==> config.mk <==
export PLATFORM = sky130hd
export DESIGN_NAME = uart_brk_rx
export DESIGN_NICKNAME = d
export VERILOG_FILES = /design/src/rtl/uart_rx_pkg.sv /design/src/rtl/rx_front.sv /design/src/rtl/rx_frame.sv /design/src/rtl/rx_brk.sv /design/src/rtl/rx_errbuf.sv /design/src/rtl/uart_brk_rx.sv
export SDC_FILE = /design/constraint.sdc
export NUM_CORES = 1
export LEC_CHECK = 0
export CAP_MARGIN = 20
export CELL_PAD_IN_SITES_DETAIL_PLACEMENT = 1
export CELL_PAD_IN_SITES_GLOBAL_PLACEMENT = 2
export CORE_ASPECT_RATIO = 0.5
export CORE_MARGIN = 2
export CORE_UTILIZATION = 36
export DETAILED_ROUTE_END_ITERATION = 16
export GPL_TIMING_DRIVEN = 1
export PLACE_DENSITY_LB_ADDON = 0.1
export SLEW_MARGIN = 40
export SYNTH_ARGS = -nofsm -noshare
export SYNTH_HDL_FRONTEND = slang
export SYNTH_SLANG_ARGS = --single-unit
==> constraint.sdc <==
create_clock -name clk -period 2.55 [get_ports clk]
set_clock_uncertainty 0.05 [all_clocks]
set_input_delay 0.255 -clock clk [delete_from_list [all_inputs] [get_ports clk]]
set_output_delay 0.255 -clock clk [all_outputs]
set_load 0.05 [all_outputs]
==> src/rtl/uart_rx_pkg.sv <==
package uart_rx_pkg;
  typedef enum logic [1:0] {
    PAR_NONE = 2'd0,
    PAR_EVEN = 2'd1,
    PAR_ODD  = 2'd2,
    PAR_OFF  = 2'd3
  } par_t;

  typedef enum logic [2:0] {
    FR_IDLE,
    FR_START,
    FR_DATA,
    FR_PAR,
    FR_STOP
  } fr_state_t;

  localparam int FLAG_PAR = 0;
  localparam int FLAG_FRM = 1;
  localparam int FLAG_OVR = 2;
  localparam int NFLAGS   = 3;
endpackage

==> src/rtl/rx_front.sv <==
module rx_front #(
  parameter int SYNC = 2
) (
  input  logic clk,
  input  logic rst_n,
  input  logic rx_in,
  input  logic invert,
  output logic rx_s
);
  logic [SYNC-1:0] sh;

  always_ff @(posedge clk or negedge rst_n) begin
    if (!rst_n) sh <= '1;
    else        sh <= {sh[SYNC-2:0], rx_in ^ invert};
  end

  assign rx_s = sh[SYNC-1];
endmodule

==> src/rtl/rx_frame.sv <==
module rx_frame
  import uart_rx_pkg::*;
#(
  parameter int OSR = 16,
  parameter int DW  = 8
) (
  input  logic          clk,
  input  logic          rst_n,
  input  logic          en,
  input  logic          tick,
  input  logic          rxd,
  input  logic          msb_first,
  input  logic [1:0]    par_mode,
  output logic          busy,
  output logic          done,
  output logic [DW-1:0] d_out,
  output logic          perr,
  output logic          ferr
);
  localparam int CW = $clog2(OSR);
  localparam int BW = $clog2(DW);
  localparam logic [CW-1:0] HALF_M1 = CW'(OSR / 2 - 1);
  localparam logic [CW-1:0] FULL_M1 = CW'(OSR - 1);
  localparam logic [BW-1:0] NB_LAST = BW'(DW - 1);

  fr_state_t     state;
  logic [CW-1:0] cnt;
  logic [BW-1:0] nbit;
  logic [DW-1:0] sh;
  logic          par_acc;
  logic          samp;
  logic          par_on;

  assign samp   = (state == FR_START) ? (cnt == HALF_M1) : (cnt == FULL_M1);
  assign par_on = (par_mode == PAR_EVEN) || (par_mode == PAR_ODD);
  assign busy   = (state != FR_IDLE);
  assign d_out  = sh;

  always_ff @(posedge clk or negedge rst_n) begin
    if (!rst_n) begin
      state   <= FR_IDLE;
      cnt     <= '0;
      nbit    <= '0;
      sh      <= '0;
      par_acc <= 1'b0;
      perr    <= 1'b0;
      ferr    <= 1'b0;
      done    <= 1'b0;
    end else begin
      done <= 1'b0;
      if (!en) begin
        state <= FR_IDLE;
        cnt   <= '0;
      end else if (tick) begin
        if (state != FR_IDLE && !samp) cnt <= cnt + 1'b1;
        else                           cnt <= '0;
        case (state)
          FR_IDLE: if (!rxd) state <= FR_START;
          FR_START: if (samp) begin
            if (!rxd) begin
              state   <= FR_DATA;
              nbit    <= '0;
              par_acc <= 1'b0;
              perr    <= 1'b0;
            end else begin
              state <= FR_IDLE;
            end
          end
          FR_DATA: if (samp) begin
            sh      <= msb_first ? {sh[DW-2:0], rxd} : {rxd, sh[DW-1:1]};
            par_acc <= par_acc ^ rxd;
            nbit    <= nbit + 1'b1;
            if (nbit == NB_LAST) state <= par_on ? FR_PAR : FR_STOP;
          end
          FR_PAR: if (samp) begin
            perr  <= (par_mode == PAR_ODD) ? ~(par_acc ^ rxd) : (par_acc ^ rxd);
            state <= FR_STOP;
          end
          FR_STOP: if (samp) begin
            ferr  <= ~rxd;
            done  <= 1'b1;
            state <= FR_IDLE;
          end
          default: state <= FR_IDLE;
        endcase
      end
    end
  end
endmodule

==> src/rtl/rx_brk.sv <==
module rx_brk #(
  parameter int OSR      = 16,
  parameter int BRK_BITS = 11
) (
  input  logic clk,
  input  logic rst_n,
  input  logic en,
  input  logic tick,
  input  logic rxd,
  input  logic arm_req,
  input  logic frame_busy,
  output logic armed,
  output logic brk_done
);
  localparam int LIM = OSR * BRK_BITS;
  localparam int LW  = $clog2(LIM + 1);
  localparam logic [LW-1:0] LIM_V = LW'(LIM);

  logic [LW-1:0] low_cnt;

  always_ff @(posedge clk or negedge rst_n) begin
    if (!rst_n) begin
      armed    <= 1'b0;
      low_cnt  <= '0;
      brk_done <= 1'b0;
    end else begin
      brk_done <= 1'b0;
      if (!en) begin
        armed   <= 1'b0;
        low_cnt <= '0;
      end else if (!armed) begin
        low_cnt <= '0;
        if (arm_req && !frame_busy) armed <= 1'b1;
      end else if (tick) begin
        if (!rxd) begin
          if (low_cnt != LIM_V) low_cnt <= low_cnt + 1'b1;
        end else begin
          if (low_cnt == LIM_V) begin
            brk_done <= 1'b1;
            armed    <= 1'b0;
          end
          low_cnt <= '0;
        end
      end
    end
  end
endmodule

==> src/rtl/rx_errbuf.sv <==
module rx_errbuf
  import uart_rx_pkg::*;
#(
  parameter int DW = 8
) (
  input  logic              clk,
  input  logic              rst_n,
  input  logic              en,
  input  logic              fr_done,
  input  logic [DW-1:0]     fr_data,
  input  logic              fr_perr,
  input  logic              fr_ferr,
  input  logic              brk_done,
  input  logic              st_rd,
  input  logic              rd_ready,
  output logic              rd_valid,
  output logic [DW-1:0]     rd_data,
  output logic [NFLAGS-1:0] flags,
  output logic              irq_rx,
  output logic              irq_err
);
  logic seen;

  always_ff @(posedge clk or negedge rst_n) begin
    if (!rst_n) begin
      rd_valid <= 1'b0;
      rd_data  <= '0;
      flags    <= '0;
      seen     <= 1'b0;
      irq_rx   <= 1'b0;
      irq_err  <= 1'b0;
    end else if (!en) begin
      rd_valid <= 1'b0;
      flags    <= '0;
      seen     <= 1'b0;
      irq_rx   <= 1'b0;
      irq_err  <= 1'b0;
    end else begin
      irq_rx  <= brk_done;
      irq_err <= 1'b0;
      if (fr_done) begin
        if (rd_valid || (|flags)) begin
          flags[FLAG_OVR] <= 1'b1;
          irq_err         <= 1'b1;
        end else begin
          rd_data         <= fr_data;
          rd_valid        <= 1'b1;
          flags[FLAG_PAR] <= fr_perr;
          flags[FLAG_FRM] <= fr_ferr;
          if (fr_perr || fr_ferr) irq_err <= 1'b1;
          else                    irq_rx  <= 1'b1;
        end
      end else begin
        if (rd_ready) begin
          rd_valid <= 1'b0;
          if (seen) begin
            flags <= '0;
            seen  <= 1'b0;
          end
        end
        if (st_rd) seen <= 1'b1;
      end
    end
  end
endmodule

==> src/rtl/uart_brk_rx.sv <==
module uart_brk_rx
  import uart_rx_pkg::*;
#(
  parameter int OSR      = 16,
  parameter int DW       = 8,
  parameter int BRK_BITS = 11,
  parameter int SYNC     = 2
) (
  input  logic              clk,
  input  logic              rst_n,
  input  logic              rx_in,
  input  logic              os_tick,
  input  logic              pwr_on,
  input  logic              rx_en,
  input  logic              msb_first,
  input  logic              rx_invert,
  input  logic [1:0]        par_mode,
  input  logic              brk_arm,
  output logic [DW-1:0]     rd_data,
  output logic              rd_valid,
  input  logic              rd_ready,
  input  logic              st_rd,
  output logic [NFLAGS-1:0] st_flags,
  output logic              irq_rx,
  output logic              irq_err
);
  logic          rxd;
  logic          rx_on;
  logic          armed;
  logic          brk_done;
  logic          fr_busy;
  logic          fr_done;
  logic [DW-1:0] fr_data;
  logic          fr_perr;
  logic          fr_ferr;

  assign rx_on = pwr_on & rx_en;

  rx_front #(.SYNC(SYNC)) u_front (
    .clk(clk), .rst_n(rst_n), .rx_in(rx_in), .invert(rx_invert), .rx_s(rxd)
  );

  rx_frame #(.OSR(OSR), .DW(DW)) u_frame (
    .clk(clk), .rst_n(rst_n), .en(rx_on & ~armed), .tick(os_tick), .rxd(rxd),
    .msb_first(msb_first), .par_mode(par_mode), .busy(fr_busy), .done(fr_done),
    .d_out(fr_data), .perr(fr_perr), .ferr(fr_ferr)
  );

  rx_brk #(.OSR(OSR), .BRK_BITS(BRK_BITS)) u_brk (
    .clk(clk), .rst_n(rst_n), .en(rx_on), .tick(os_tick), .rxd(rxd),
    .arm_req(brk_arm), .frame_busy(fr_busy), .armed(armed), .brk_done(brk_done)
  );

  rx_errbuf #(.DW(DW)) u_buf (
    .clk(clk), .rst_n(rst_n), .en(pwr_on), .fr_done(fr_done), .fr_data(fr_data),
    .fr_perr(fr_perr), .fr_ferr(fr_ferr), .brk_done(brk_done), .st_rd(st_rd),
    .rd_ready(rd_ready), .rd_valid(rd_valid), .rd_data(rd_data), .flags(st_flags),
    .irq_rx(irq_rx), .irq_err(irq_err)
  );
endmodule

==> results.toml <==
[run_status]
status = "completed"

[synthesis]
netlist_area_um2 = 2460
ys_warn_count = 0
seq_area_frac_synth_pct = 49.8
synth_edf_count = 0
yosys.area.top_type = "dfrtp_1"
ys.flop_type = "dfrtp_1"
async_flop_share_pct = 100
synth.distinct_cells = 49
synthTopCellsByArea = "dfrtp_1, mux2_2, mux2i_1"
synth_seq_cells = 49
avgSynthCellArea_um2 = 10.6
syn_nets = 251
yosysTopAreaCellShare_pct = 47.7
synth_cells = 232

[sta]
tightest_slew_ns = 0.620
slew_violations = 0
rsz0062_at_grt = "false"
post-route-period-util_pct = 90.7
timing.slew.headroom_pct = 58.7
period_minus_slack_ns = 2.31
fmax_mhz = 432
finalHoldViolations = 0
tns_ns = 0
finalSetupViolCount = 0

[grt]
overflow = 0
groute.usage.overall_pct = 15.3
grt_max_degree = 50
grt_pass1_wl_um = 9230
grt_pass1_vias = 1928
antenna_found_initial = 0

[detailed_routing]
dr_total_vias = 1848
drtIter0Drc = 65
wirelength_um = 5260
drtPass1Iterations = 4
vias_per_cell = 5.19
wl_per_cell_um = 14.8
drt.antenna.violating_nets = 0
drc_errors = 0

[clock_tree]
cts_buffers = 5
cts.repair.resized = 0
post_cts.repair.setup_buffers = 0
h-tree-depth = 2
cts.reportedPaths.clkPinSlew_ns = 0.07
clk_latency_ns = 0.29
cts_sinks = 49
clockBufferDepth = 2
hold_buffers = 0
cts_tree = "yes"
root_buffer = "clkbuf_16"

[die]
io_pins = 27
die_w_um = 121
die_height_um = 62.5
die_area_um2 = 7560
start_util_pct = 37.1
num_rows = 21
coreArea_um2 = 6650

[place]
dp_hpwl_um = 3850
port_buffers = 26
gp_congestion = 0.749
place_area_um2 = 2840

[cells_and_area]
n_antenna_cell = 0
fin_nets = 282
fillers = 733
final_common_cell = "dfrtp_1"
layout_common_cells = "dfrtp_1, clkdlybuf4s50_1, nor2_1, nand2_1, a21oi_1"
fin_util_pct = 45.2
multi_input_area_um2 = 1140
design_area_um2 = 3010
drive_gt1_share_pct = 15.2
area.growth.synth_to_final_pct = 21.9
seqCellArea_um2 = 1230

[setup_path]
cp_max_fo = 6
startpoint_type = "flop"
crit_type = "flop to flop"
rr_worst_depth = 7
reg2reg_to = "u_brk.low_cnt[4]"
reg2reg_from = "u_brk.low_cnt[0]"
arrival_ns = 2.47
endpoint_kind = "flop"
required_ns = 2.71
r2r_slack_ns = 0.24

[power_and_ir_drop]
p_per_area_nw_per_um2 = 545
peakVddDrop_mv = 0.349
p_leak_nw = 1.33

[worst_hold_path]
hold_class = "input pin to asynchronous set/reset pin"

[job]
cap_violations = 0
-- worst max-delay path, stage by stage, from the launching register on --
cell     delay (ns)
dfrtp_1        0.38
inv_1          0.11
ha_1           0.15
or4b_1         0.42
or4_1          0.48
o22ai_1        0.15
nand3_1        0.25
a31oi_1        0.24
-- layer usage --
metal	up-vias	part of all wire (%)	global-route usage, %
li1	900	-	-
met1	924	50	20.8
met2	19	46	24.3
met3	5	3.0	4.11
met4	0	0.91	3.92
met5	-	0	0
-- how the worst max path moves through the flow --
stage,slack [ns],endpoint,startpoint,depth (start not counted)
CTS,0.21,u_brk.low_cnt[2],u_brk.low_cnt[0],7
global route,0.03,u_brk.low_cnt[2],u_brk.low_cnt[0],7
finish,0.24,u_brk.low_cnt[4],u_brk.low_cnt[0],7
floorplan,0.44,u_brk.low_cnt[4],u_brk.low_cnt[0],7
detailed placement,0.21,u_brk.low_cnt[3],u_brk.low_cnt[0],7
global placement,0.30,u_brk.low_cnt[1],u_brk.low_cnt[0],7
-- synthesized netlist by cell type (4+ instances only) --
library cell and n:
a31oi_1 4, o21ai_0 8, nand3_1 7, mux2i_1 12, mux2_2 11, inv_1 10
nor2_1 20, dfrtp_1 47, ha_1 6, nor3_1 10, a21oi_1 16, nand2_1 18
-- flip-flops by register name, summed over array words and instances (netlist names), 2 cells and up --
signal         count
u_brk.low_cnt      8
u_buf.rd_data      8
u_frame.d_out      8
u_frame.cnt        4
u_buf.flags        3
u_frame.nbit       3
u_frame.state      3
u_front.sh         2
-- power breakdown --
part | internal, W | total [W] | switching [W]
registers | 0.000786 | 0.000795 | 0.00000947
clock network | 0.000465 | 0.000746 | 0.000282
logic | 0.0000423 | 0.0000952 | 0.0000529
-- cells by family after synthesis --
logic type               Yosys count  share of synthesized area [%]
adder cells (fa/ha/maj)            6                           3.05
multiplexers                      23                           9.90
AO/OA/AOI/OAI                     46                           12.3
AND/OR/NAND/NOR                   84                           18.5
XOR/XNOR                           5                           2.08
buffers and inverters             19                           4.31
flip-flops                        49                           49.8
-- metrics by stage --
| step | power (W) | hold slack [ns] | instances | worst slack (ns) |
|---|---|---|---|---|
| after CTS | 0.00167 | 0.0406 | 356 | 0.208 |
| final | 0.00164 | 0.0144 | 356 | 0.237 |
| after global routing | 0.00171 | 0.0696 | 356 | 0.0256 |
| after detailed placement | 0.000907 | 0.299 | 348 | 0.208 |
| after global placement | 0.000907 | 0.297 | 348 | 0.305 |
| after floorplan | 0.000857 | -0.0906 | 232 | 0.442 |
-- final cells by class --
type,instances,share of cell area [%]
Clock inverter,2,1.29
Sequential cell,49,40.9
Timing Repair Buffer,33,10.7
Multi-Input combinational cell,164,37.8
Inverter,10,1.25
Tap cell,92,3.83
Clock buffer,6,4.29
(Power assumes the default switching activity.)
